## config.mk

```make
export PLATFORM = sky130hd
export DESIGN_NAME = dma_chain_engine
export DESIGN_NICKNAME = d
export VERILOG_FILES = /design/src/rtl/dma_chain_pkg.sv /design/src/rtl/dma_desc_table.sv /design/src/rtl/dma_fifo.sv /design/src/rtl/dma_seq.sv /design/src/rtl/dma_chain_engine.sv
export SDC_FILE = /design/constraint.sdc
export NUM_CORES = 2
export LEC_CHECK = 0
export BUFFER_PORTS_ARGS = -buffer_cell sky130_fd_sc_hd__buf_2
export CORE_MARGIN = 2
export CORE_UTILIZATION = 55
export CTS_BUF_LIST = sky130_fd_sc_hd__clkbuf_8
export DETAILED_ROUTE_END_ITERATION = 16
export HOLD_SLACK_MARGIN = 0.06
export PLACE_DENSITY = 0.79
export SLEW_MARGIN = 0
export SYNTH_ARGS = -nofsm -noshare
export SYNTH_HDL_FRONTEND = slang
export SYNTH_SLANG_ARGS = --single-unit
```

## constraint.sdc

```tcl
create_clock -name clk -period 3.65 [get_ports clk]
set_clock_uncertainty 0.2 [all_clocks]
set_input_delay 0.73 -clock clk [delete_from_list [all_inputs] [get_ports clk]]
set_output_delay 0.73 -clock clk [all_outputs]
set_load 0.02 [all_outputs]
```

## src/rtl/dma_chain_pkg.sv

```systemverilog
package dma_chain_pkg;

    localparam int IDX_W = 4;

    typedef struct packed {
        logic             vnext;
        logic [IDX_W-1:0] nxt;
        logic             irq_en;
        logic [1:0]       size;
    } attr_t;

    localparam int ATTR_W = $bits(attr_t);

    typedef enum logic {
        S_IDLE = 1'b0,
        S_RUN  = 1'b1
    } seq_st_e;

    // Bytes moved per beat for a size code.
    function automatic logic [2:0] beat_bytes(input logic [1:0] sz);
        case (sz)
            2'd0:    beat_bytes = 3'd1;
            2'd1:    beat_bytes = 3'd2;
            default: beat_bytes = 3'd4;
        endcase
    endfunction

endpackage

```

## src/rtl/dma_desc_table.sv

```systemverilog
module dma_desc_table
    import dma_chain_pkg::*;
#(
    parameter int ADDR_W = 32,
    parameter int CNT_W  = 16
) (
    input  logic              clk,
    input  logic              rst_n,
    input  logic              we,
    input  logic [IDX_W-1:0]  widx,
    input  logic [ADDR_W-1:0] waddr,
    input  logic [CNT_W-1:0]  wcnt,
    input  attr_t             wattr,
    input  logic [IDX_W-1:0]  ridx_a,
    output logic [ADDR_W-1:0] raddr_a,
    output logic [CNT_W-1:0]  rcnt_a,
    output attr_t             rattr_a,
    input  logic [IDX_W-1:0]  ridx_b,
    output logic [ADDR_W-1:0] raddr_b,
    output logic [CNT_W-1:0]  rcnt_b,
    output attr_t             rattr_b
);

    localparam int DEPTH = 1 << IDX_W;

    logic [ADDR_W-1:0] addr_d [DEPTH];
    logic [ADDR_W-1:0] addr_q [DEPTH];
    logic [CNT_W-1:0]  cnt_d  [DEPTH];
    logic [CNT_W-1:0]  cnt_q  [DEPTH];
    attr_t             attr_d [DEPTH];
    attr_t             attr_q [DEPTH];

    always_comb begin
        addr_d = addr_q;
        cnt_d  = cnt_q;
        attr_d = attr_q;
        if (we) begin
            addr_d[widx] = waddr;
            cnt_d[widx]  = wcnt;
            attr_d[widx] = wattr;
        end
    end

    always_ff @(posedge clk or negedge rst_n) begin
        if (!rst_n) begin
            for (int i = 0; i < DEPTH; i++) begin
                addr_q[i] <= '0;
                cnt_q[i]  <= '0;
                attr_q[i] <= '0;
            end
        end else begin
            addr_q <= addr_d;
            cnt_q  <= cnt_d;
            attr_q <= attr_d;
        end
    end

    assign raddr_a = addr_q[ridx_a];
    assign rcnt_a  = cnt_q[ridx_a];
    assign rattr_a = attr_q[ridx_a];
    assign raddr_b = addr_q[ridx_b];
    assign rcnt_b  = cnt_q[ridx_b];
    assign rattr_b = attr_q[ridx_b];

endmodule

```

## src/rtl/dma_fifo.sv

```systemverilog
module dma_fifo #(
    parameter int DATA_W = 32,
    parameter int DEPTH  = 16
) (
    input  logic              clk,
    input  logic              rst_n,
    input  logic              push,
    input  logic [DATA_W-1:0] wdata,
    input  logic              pop,
    output logic [DATA_W-1:0] rdata,
    output logic              full,
    output logic              empty
);

    localparam int PW = $clog2(DEPTH);

    typedef struct packed {
        logic [PW-1:0] wp;
        logic [PW-1:0] rp;
        logic [PW:0]   cnt;
    } fifo_t;

    fifo_t             f_d, f_q;
    logic [DATA_W-1:0] mem_d [DEPTH];
    logic [DATA_W-1:0] mem_q [DEPTH];

    always_comb begin
        f_d   = f_q;
        mem_d = mem_q;
        if (push) begin
            mem_d[f_q.wp] = wdata;
            f_d.wp        = f_q.wp + 1'b1;
        end
        if (pop) begin
            f_d.rp = f_q.rp + 1'b1;
        end
        if (push && !pop) f_d.cnt = f_q.cnt + 1'b1;
        if (pop && !push) f_d.cnt = f_q.cnt - 1'b1;
    end

    always_ff @(posedge clk or negedge rst_n) begin
        if (!rst_n) begin
            f_q <= '0;
            for (int i = 0; i < DEPTH; i++) mem_q[i] <= '0;
        end else begin
            f_q   <= f_d;
            mem_q <= mem_d;
        end
    end

    assign rdata = mem_q[f_q.rp];
    assign full  = (f_q.cnt == (PW+1)'(DEPTH));
    assign empty = (f_q.cnt == '0);

endmodule

```

## src/rtl/dma_seq.sv

```systemverilog
module dma_seq
    import dma_chain_pkg::*;
#(
    parameter int ADDR_W = 32,
    parameter int CNT_W  = 16
) (
    input  logic              clk,
    input  logic              rst_n,
    input  logic              ctl_we,
    input  logic              ctl_act,
    input  logic              ctl_bus,
    input  logic [1:0]        ctl_prio,
    input  logic [IDX_W-1:0]  ctl_first,
    input  logic              done_clr,
    output logic [IDX_W-1:0]  tidx_a,
    input  logic [ADDR_W-1:0] taddr_a,
    input  logic [CNT_W-1:0]  tcnt_a,
    input  attr_t             tattr_a,
    output logic [IDX_W-1:0]  tidx_b,
    input  logic [ADDR_W-1:0] taddr_b,
    input  logic [CNT_W-1:0]  tcnt_b,
    input  attr_t             tattr_b,
    input  logic              fifo_full,
    input  logic              fifo_empty,
    output logic              fifo_push,
    output logic              fifo_pop,
    output logic              mem_req,
    output logic              mem_wr,
    output logic [ADDR_W-1:0] mem_addr,
    output logic [1:0]        mem_size,
    output logic              mem_bus,
    output logic [1:0]        mem_prio,
    input  logic              mem_ack,
    output logic              active,
    output logic              done,
    output logic              irq
);

    typedef struct packed {
        seq_st_e           st;
        logic [ADDR_W-1:0] r_addr;
        logic [ADDR_W-1:0] w_addr;
        logic [CNT_W-1:0]  r_cnt;
        logic [CNT_W-1:0]  w_cnt;
        attr_t             r_attr;
        attr_t             w_attr;
        logic              bus;
        logic [1:0]        prio;
        logic              done;
        logic              irq;
    } seq_t;

    seq_t        s_d, s_q;
    logic        rd_go, wr_go, load_pair;
    logic [CNT_W-1:0] r_step, w_step;

    always_comb begin
        tidx_a = (s_q.st == S_IDLE) ? ctl_first : s_q.w_attr.nxt;
        tidx_b = tattr_a.nxt;

        rd_go = (s_q.st == S_RUN) && (s_q.r_cnt != '0) && !fifo_full;
        wr_go = (s_q.st == S_RUN) && !rd_go && (s_q.w_cnt != '0) && !fifo_empty;

        r_step = CNT_W'(beat_bytes(s_q.r_attr.size));
        w_step = CNT_W'(beat_bytes(s_q.w_attr.size));

        fifo_push = rd_go && mem_ack;
        fifo_pop  = wr_go && mem_ack;
        load_pair = 1'b0;

        s_d     = s_q;
        s_d.irq = 1'b0;
        if (done_clr) s_d.done = 1'b0;

        case (s_q.st)
            S_IDLE: begin
                if (ctl_we && ctl_act) begin
                    load_pair = 1'b1;
                    s_d.st    = S_RUN;
                    s_d.bus   = ctl_bus;
                    s_d.prio  = ctl_prio;
                end
            end
            default: begin
                if (fifo_push) begin
                    s_d.r_addr = s_q.r_addr + ADDR_W'(r_step);
                    s_d.r_cnt  = s_q.r_cnt - r_step;
                    if (s_q.r_cnt == r_step && s_q.r_attr.irq_en) s_d.irq = 1'b1;
                end
                if (fifo_pop) begin
                    s_d.w_addr = s_q.w_addr + ADDR_W'(w_step);
                    s_d.w_cnt  = s_q.w_cnt - w_step;
                    if (s_q.w_cnt == w_step && s_q.w_attr.irq_en) s_d.irq = 1'b1;
                end
                if (s_q.r_cnt == '0 && s_q.w_cnt == '0) begin
                    if (s_q.w_attr.vnext) begin
                        load_pair = 1'b1;
                    end else begin
                        s_d.st   = S_IDLE;
                        s_d.done = 1'b1;
                    end
                end
            end
        endcase

        if (load_pair) begin
            s_d.r_addr = taddr_a;
            s_d.r_cnt  = tcnt_a;
            s_d.r_attr = tattr_a;
            s_d.w_addr = taddr_b;
            s_d.w_cnt  = tcnt_b;
            s_d.w_attr = tattr_b;
        end
    end

    always_ff @(posedge clk or negedge rst_n) begin
        if (!rst_n) begin
            s_q    <= '0;
            s_q.st <= S_IDLE;
        end else begin
            s_q <= s_d;
        end
    end

    assign mem_req  = rd_go || wr_go;
    assign mem_wr   = wr_go;
    assign mem_addr = wr_go ? s_q.w_addr : s_q.r_addr;
    assign mem_size = wr_go ? s_q.w_attr.size : s_q.r_attr.size;
    assign mem_bus  = s_q.bus;
    assign mem_prio = s_q.prio;
    assign active   = (s_q.st == S_RUN);
    assign done     = s_q.done;
    assign irq      = s_q.irq;

endmodule

```

## src/rtl/dma_chain_engine.sv

```systemverilog
module dma_chain_engine
    import dma_chain_pkg::*;
#(
    parameter int ADDR_W = 32,
    parameter int CNT_W  = 16,
    parameter int DATA_W = 32,
    parameter int FIFO_N = 16
) (
    input  logic              clk,
    input  logic              rst_n,
    input  logic              tbl_we,
    input  logic [IDX_W-1:0]  tbl_idx,
    input  logic [ADDR_W-1:0] tbl_addr,
    input  logic [CNT_W-1:0]  tbl_count,
    input  logic [ATTR_W-1:0] tbl_attr,
    input  logic              ctl_we,
    input  logic              ctl_act,
    input  logic              ctl_bus,
    input  logic [1:0]        ctl_prio,
    input  logic [IDX_W-1:0]  ctl_first,
    input  logic              done_clr,
    output logic              mem_req,
    output logic              mem_wr,
    output logic [ADDR_W-1:0] mem_addr,
    output logic [1:0]        mem_size,
    output logic              mem_bus,
    output logic [1:0]        mem_prio,
    output logic [DATA_W-1:0] mem_wdata,
    input  logic              mem_ack,
    input  logic [DATA_W-1:0] mem_rdata,
    output logic              active,
    output logic              done,
    output logic              irq
);

    logic [IDX_W-1:0]  idx_a, idx_b;
    logic [ADDR_W-1:0] addr_a, addr_b;
    logic [CNT_W-1:0]  cnt_a, cnt_b;
    attr_t             attr_a, attr_b;
    logic              f_push, f_pop, f_full, f_empty;

    dma_desc_table #(.ADDR_W(ADDR_W), .CNT_W(CNT_W)) u_table (
        .clk     (clk),
        .rst_n   (rst_n),
        .we      (tbl_we),
        .widx    (tbl_idx),
        .waddr   (tbl_addr),
        .wcnt    (tbl_count),
        .wattr   (attr_t'(tbl_attr)),
        .ridx_a  (idx_a),
        .raddr_a (addr_a),
        .rcnt_a  (cnt_a),
        .rattr_a (attr_a),
        .ridx_b  (idx_b),
        .raddr_b (addr_b),
        .rcnt_b  (cnt_b),
        .rattr_b (attr_b)
    );

    dma_fifo #(.DATA_W(DATA_W), .DEPTH(FIFO_N)) u_fifo (
        .clk   (clk),
        .rst_n (rst_n),
        .push  (f_push),
        .wdata (mem_rdata),
        .pop   (f_pop),
        .rdata (mem_wdata),
        .full  (f_full),
        .empty (f_empty)
    );

    dma_seq #(.ADDR_W(ADDR_W), .CNT_W(CNT_W)) u_seq (
        .clk        (clk),
        .rst_n      (rst_n),
        .ctl_we     (ctl_we),
        .ctl_act    (ctl_act),
        .ctl_bus    (ctl_bus),
        .ctl_prio   (ctl_prio),
        .ctl_first  (ctl_first),
        .done_clr   (done_clr),
        .tidx_a     (idx_a),
        .taddr_a    (addr_a),
        .tcnt_a     (cnt_a),
        .tattr_a    (attr_a),
        .tidx_b     (idx_b),
        .taddr_b    (addr_b),
        .tcnt_b     (cnt_b),
        .tattr_b    (attr_b),
        .fifo_full  (f_full),
        .fifo_empty (f_empty),
        .fifo_push  (f_push),
        .fifo_pop   (f_pop),
        .mem_req    (mem_req),
        .mem_wr     (mem_wr),
        .mem_addr   (mem_addr),
        .mem_size   (mem_size),
        .mem_bus    (mem_bus),
        .mem_prio   (mem_prio),
        .mem_ack    (mem_ack),
        .active     (active),
        .done       (done),
        .irq        (irq)
    );

endmodule

```

# Word-level counts from Yosys, hierarchy flattened
# Index checks and enable logic that the tools add are counted.
word_totals:
  reg_bits: 1539
  ram_bits: 0
  rom_bits: 0
  in_bits: 106
  elab_cells: 253
  output_inout_bits: 74
  memories: 0
  latchBits: 0
classes:
  div: 0
  eq_ne: 5
  n_reduce_logical: 35
  n_mul: 0
  bitwise: 6
  muxes: 60
  shift: 0
  n_lt_le_gt_ge: 7
  addsub: 8
op_table:
  columns: ["cell", "count"]
  rows:
  - ["$bwmux 512", 2]
  - ["$bmux 32 s4", 3]
  - ["$mux 32", 11]
  - ["$bwmux 256", 1]
  - ["$demux 32 s4", 2]
  - ["$bmux 16 s4", 2]
  - ["$bwmux 128", 1]
  - ["$mux 112", 1]
  - ["$mux 16", 7]
  - ["$mux 96", 1]
  - ["$add 32x3->32", 2]
  - ["$bmux 8 s4", 2]
  - ["$demux 16 s4", 1]
  - ["$mux 8", 5]
  - ["$demux 8 s4", 1]
  - ["$eq 16x3->1", 2]
  - ["$logic_not 16->1", 2]
  - ["$reduce_bool 16->1", 2]
  - ["$sub 16x3->16", 2]
  - ["$ge 5x5->1 const B", 5]
  - ["$not 4->5", 5]
  - ["$logic_and 1x1->1", 15]
  - ["$mux 1", 13]
  - ["$pmux 3 s2", 2]
  - ["16 further kinds", 31]

# Depth between registers and ports, before layout
logic_depth:
  ltp_word: 12
  mapped_depth: 15
  mapped_depth_nobuf: 13

# By module
# From an unflattened synthesis, not the netlist that was laid out.
unflattened:
  hier_cells: 5215
  area_unflattened_um2: 78031.1
by_module_without_submodules:
  columns: ["mod", "area_each_um2", "n_inst", "cells_each"]
  rows:
  - ["dma_desc_table", 46781.1, 1, 2910]
  - ["dma_fifo", 23736.5, 1, 1477]
  - ["dma_seq", 7513.5, 1, 828]

# Worst setup path after synthesis
# OpenSTA, ideal clock, no wires.
synth_timing:
  path_type: "flip-flop to output port"
  startpoint: "register u_seq.s_q[26] in the netlist's numbering"
  endpoint: "output port mem_addr[10]"
  slack_ns: 0.162
  path_stages_with_launch: 8
  t_arrival_ns: 2.558
  t_required_ns: 2.720
  n_path_buf: 2
  cell_sequence: "dfrtp_1 -> or4_1 -> buf_2 -> nor4_4 -> a31oi_1 -> nand2_1 -> clkbuf_1 -> mux2_2"
synth_between:
  elab_chain_cells: 4
synth_lines:
  columns: ["element", "line_no", "rtl"]
  rows:
  - ["from (decl)", "dma_seq.sv:53", "seq_t s_d, s_q;"]
  - ["$reduce_bool 16->1", "dma_seq.sv:62", "wr_go = (s_q.st == S_RUN) && !rd_go && (s_q.w_cnt != '0) && !fifo_empty;"]
  - ["$logic_and 1x1->1 (2 in series)", "dma_seq.sv:62", null]
  - ["$mux 32", "dma_seq.sv:127", "assign mem_addr = wr_go ? s_q.w_addr : s_q.r_addr;"]
  - ["to (decl)", "dma_chain_engine.sv:24", "output logic [ADDR_W-1:0] mem_addr,"]
# Every way passes these cells.

# Worst setup path after layout
layout_timing:
  startpoint: "register u_seq.s_q[25] in the netlist's numbering"
  endpoint: "output port mem_addr[23]"
# Same word-level chain as after synthesis.

==> impl_results.md <==
* Status: finished with violations
* Failing checks: setup timing
* Post-Syn Area per Cell at roughly 12 um^2
* Crit-path max FO at 10
* Critical path data arrival time at between 3 and 4 ns
* Final Net Count at around 7,400
* Die area at between 100,000 and 150,000 um^2
* Synth Area in Compound Gates at 0.0611
* Vias in the first global route at 63,269
* Grt total ovfl at 0
* Hold crit path type: in2async
* Vias per cell at approximately 6.7
* Global Route Usage Sum at 0.350
* Worst setup slack after layout at -0.697 ns
* Synth Flop Type: dfrtp_1
* Dpl cells at ~8,700
* Detailed Place HPWL at about 150,000 um
* Pin count of the biggest net entering global routing at ~120
* Via count at approximately 62,000
* Post-Syn Instances at 6,833
* Worst path max stage delay at between 0.5 and 0.6 ns
* Global-route wire length before repair at between 300,000 and 400,000 um
* Worst slew pin tran at around 0.96 ns
* Req. time, crit path at roughly 2.7 ns
* Xor/xnor cell area share of the yosys netlist at 0.0106
* Initial antenna violation count at 18
* FFs w/ async S/R, synth at 1.00
* Largest vdd supply drop at 0.000820 V
* Core Box Area at around 140,000 um^2
* Max Fclk at roughly 230 MHz
* Clk slew on worst S/H paths at around 0.060 ns
* Row Count at ~140
* Synth Register Bits at ~1,500
* Max-Cap Viols at 0
* Synth top area share at 0.485
* Die outline height at about 380 um
* Number of cells on the critical path at 7
* Reg2reg path depth at 22
* Worst-path cell chain: or4_4 > nor4_4 > a31oi_4 > nand2_8 > buf_12 > mux2_2 > buf_2
* Area grow syn2layout at 17.1%
* CP startpoint: u_seq.s_q[25]
* Max clock buf depth at 4
* Post-synth net total at just under 7,000
* Synth warnings at 0
* Proportion of synthesized area in mux cells at 0.301
* CTS root buf: clkbuf_8
* Synth unique cells at 69
* Post-route DRC at 0
* Critical path type: reg2out
* Synthesized cell area at 79,100 um^2
* DP Worst Slack at -0.241 ns
* Die Width at around 380 um
* Antenna-violating nets left at 0
* Post-Synth Simple-Gate Area at 0.104
* Largest area contributor in the netlist: dfrtp_1
* Final core utilization at 0.647
* Clock sink total at around 1,500
* Final period utilization at 1.19
* Worst path top cell family by delay: simple AND/OR/NAND/NOR gates
* CP max-delay cell: or4_4
* Seq/Total Area, Yosys at 0.485
* Critical Path Start Type: register
* Post-synth EDFFs at 0
* Final Max Slew Viols at 0
* Critical R2R Launch: u_seq.s_q[25]
* RSZ-0062 raised after global routing: yes
* Top cells by area in the synthesized netlist: dfrtp_1, mux2_2, nand2_1, mux4_2, mux2i_1
* Share of cells above drive strength 1 at 0.382
* Adder-cell share of the synthesized area at 0.00418
* Power density over the cells at about 950 nW/um^2
* Worst slew margin at 0.360
* Largest family of logic cells by synthesized area: multiplexers
* Initial drt markers at between 7,000 and 8,000
* Port buffer count at between 150 and 200
* Initial Utilization at 0.552
* Final setup vio count at between 70 and 80
* Clock period minus worst slack at 4.35 ns
* Setup TNS at -35.80 ns
* Final Total Pwr at about 88 mW
* Bufs and invs on worst path at 2
* Io pins at 180
* Routed WL at 263,000 um
* Non-filler instance count after layout at slightly above 9,000
* Drt pass-1 iters at 8
* Critical path capture point type: output port
* WL per Instance at between 20 and 30 um
* Hold Vio Cnt, Final at 0
* TritonCTS Buffers at 277
* H-Tree Depth at 5
* GPL Wtd Cong at about 0.94
* CTS tree: yes
* FILL cells at 10,000
* Worst-Skew Late Latency at 1.00 ns
* Leakage at roughly 41 nW
## placed cells by master (no fill, tap or decap), types with 59 or more instances in the layout
| master | n |
|---|---|
| buf_2 | 116 |
| nand2_1 | 1248 |
| dlygate4sd3_1 | 96 |
| a32oi_1 | 68 |
| buf_6 | 85 |
| dfrtp_1 | 1526 |
| a31oi_1 | 100 |
| nand3_1 | 254 |
| mux2_2 | 1501 |
| o21ai_0 | 59 |
| a311oi_1 | 154 |
| buf_12 | 136 |
| a21oi_1 | 94 |
| nor2_1 | 114 |
| buf_4 | 268 |
| and3_1 | 129 |
| mux2i_1 | 258 |
| clkbuf_8 | 348 |
| inv_1 | 99 |
| mux4_2 | 174 |
## per-layer routing
layer / up-vias / global-route usage / wire, um
li1: 25474 / - / -
met1: 31277 / 0.435 / 94200
met2: 4329 / 0.540 / 120000
met3: 1259 / 0.0917 / 29200
met4: 10 / 0.233 / 19200
met5: - / 0 / 68
## cell type report
type / count / area (um^2) / area share
clock inverters: 104 / 523 / 0.00565
flip-flops and latches: 1534 / 38400 / 0.415
multi-input cells: 4669 / 38700 / 0.418
well taps: 1903 / 2380 / 0.0257
clock buffers: 348 / 4790 / 0.0517
diodes: 14 / 35.0 / 0.000378
repair buffers: 721 / 7670 / 0.0828
inverters: 28 / 116 / 0.00126
## path summary, 6_finish.rpt
path	endpoint	slack (ns)
setup / recovery	mem_addr[23]	-0.70
hold / removal	u_fifo.mem_q[406]	0.11
setup reg to reg	u_fifo.f_q[4]	-0.63
hold reg to reg	u_fifo.mem_q[262]	0.30
max in group asynchronous	u_table.cnt_q[89]	1.92
min in group clk	u_fifo.f_q[5]	0.26
## kinds of logic (layout without fill, tap and decap cells)
kind of cell    count (synthesis)  in the layout
buf+inv                       630           1201
mux                          1968           1968
simple gates                 1907           1907
other cells                     0             14
fa+ha+maj                      24             24
flops                        1534           1534
compound gates                674            674
xor+xnor                       96             96
## cells in the mapped netlist (11+ instances only)
| cell type | n |
|---|---|
| and2_1 | 15 |
| a211oi_1 | 24 |
| and3_1 | 130 |
| mux2i_1 | 259 |
| clkbuf_1 | 407 |
| nand4_1 | 19 |
| xnor2_1 | 42 |
| dfrtp_1 | 1534 |
| mux2_1 | 12 |
| nor3_1 | 18 |
| buf_2 | 75 |
| buf_1 | 79 |
| o21ai_0 | 68 |
| nand2b_1 | 14 |
| nor2_1 | 127 |
| inv_1 | 27 |
| a22oi_1 | 27 |
| xor2_1 | 54 |
| a221oi_1 | 14 |
| a21oi_1 | 99 |
| mux4_2 | 174 |
| a32oi_1 | 68 |
| ha_1 | 20 |
| a31oi_1 | 101 |
| nand2_1 | 1279 |
| o22ai_1 | 46 |
| buf_4 | 33 |
| nand3_1 | 256 |
| a311oi_1 | 154 |
| mux2_2 | 1521 |
| a21o_1 | 11 |
| o221ai_1 | 24 |
## per-stage QoR
step	cell area [um^2]	hold slack (ns)
floorplan	79100	0.234
global placement	84500	0.262
detailed placement	84500	0.274
CTS	92100	0.0604
global route	92600	0.109
finish	92600	0.110
## power breakdown
group | switching (mW) | total, mW | leakage [nW] | internal [mW]
logic | 23.8 | 44.5 | 18.7 | 20.7
clock network | 7.36 | 16.1 | 3.02 | 8.72
registers | 4.76 | 27.4 | 18.9 | 22.6
total | 35.9 | 87.9 | 40.6 | 52.0
## state kept, by name, summed over array words and instances, names as in the netlist
name,cells
u_seq.s_q,107
u_seq.irq,1
u_seq.active,1
u_seq.mem_bus,1
u_table.attr_q,128
u_table.addr_q,512
u_fifo.mem_q,512
u_fifo.f_q,13
u_seq.mem_prio,2
u_table.cnt_q,256
u_seq.done,1
## repair_timing
item,4_1_cts,5_1_grt
hold buffers,96,0
pin swaps,7,24
gates resized for setup,188,116
hold endpoints to repair,2088,0
gates cloned,13,1
setup endpoints to repair,120,119
setup buffers,34,35
## worst reg2reg max path: cells and delay by family, from the launching register on
family                     cells  cell delay [ns]
AOI/OAI and AO/OA              4             0.57
xor gates and xnor gates       2             0.27
adders and majority gates      2             0.47
buffers and inverters         10             1.20
DFF                            1             0.42
and+or+nand+nor                4             1.08
Power figures use the tool's default switching activity.
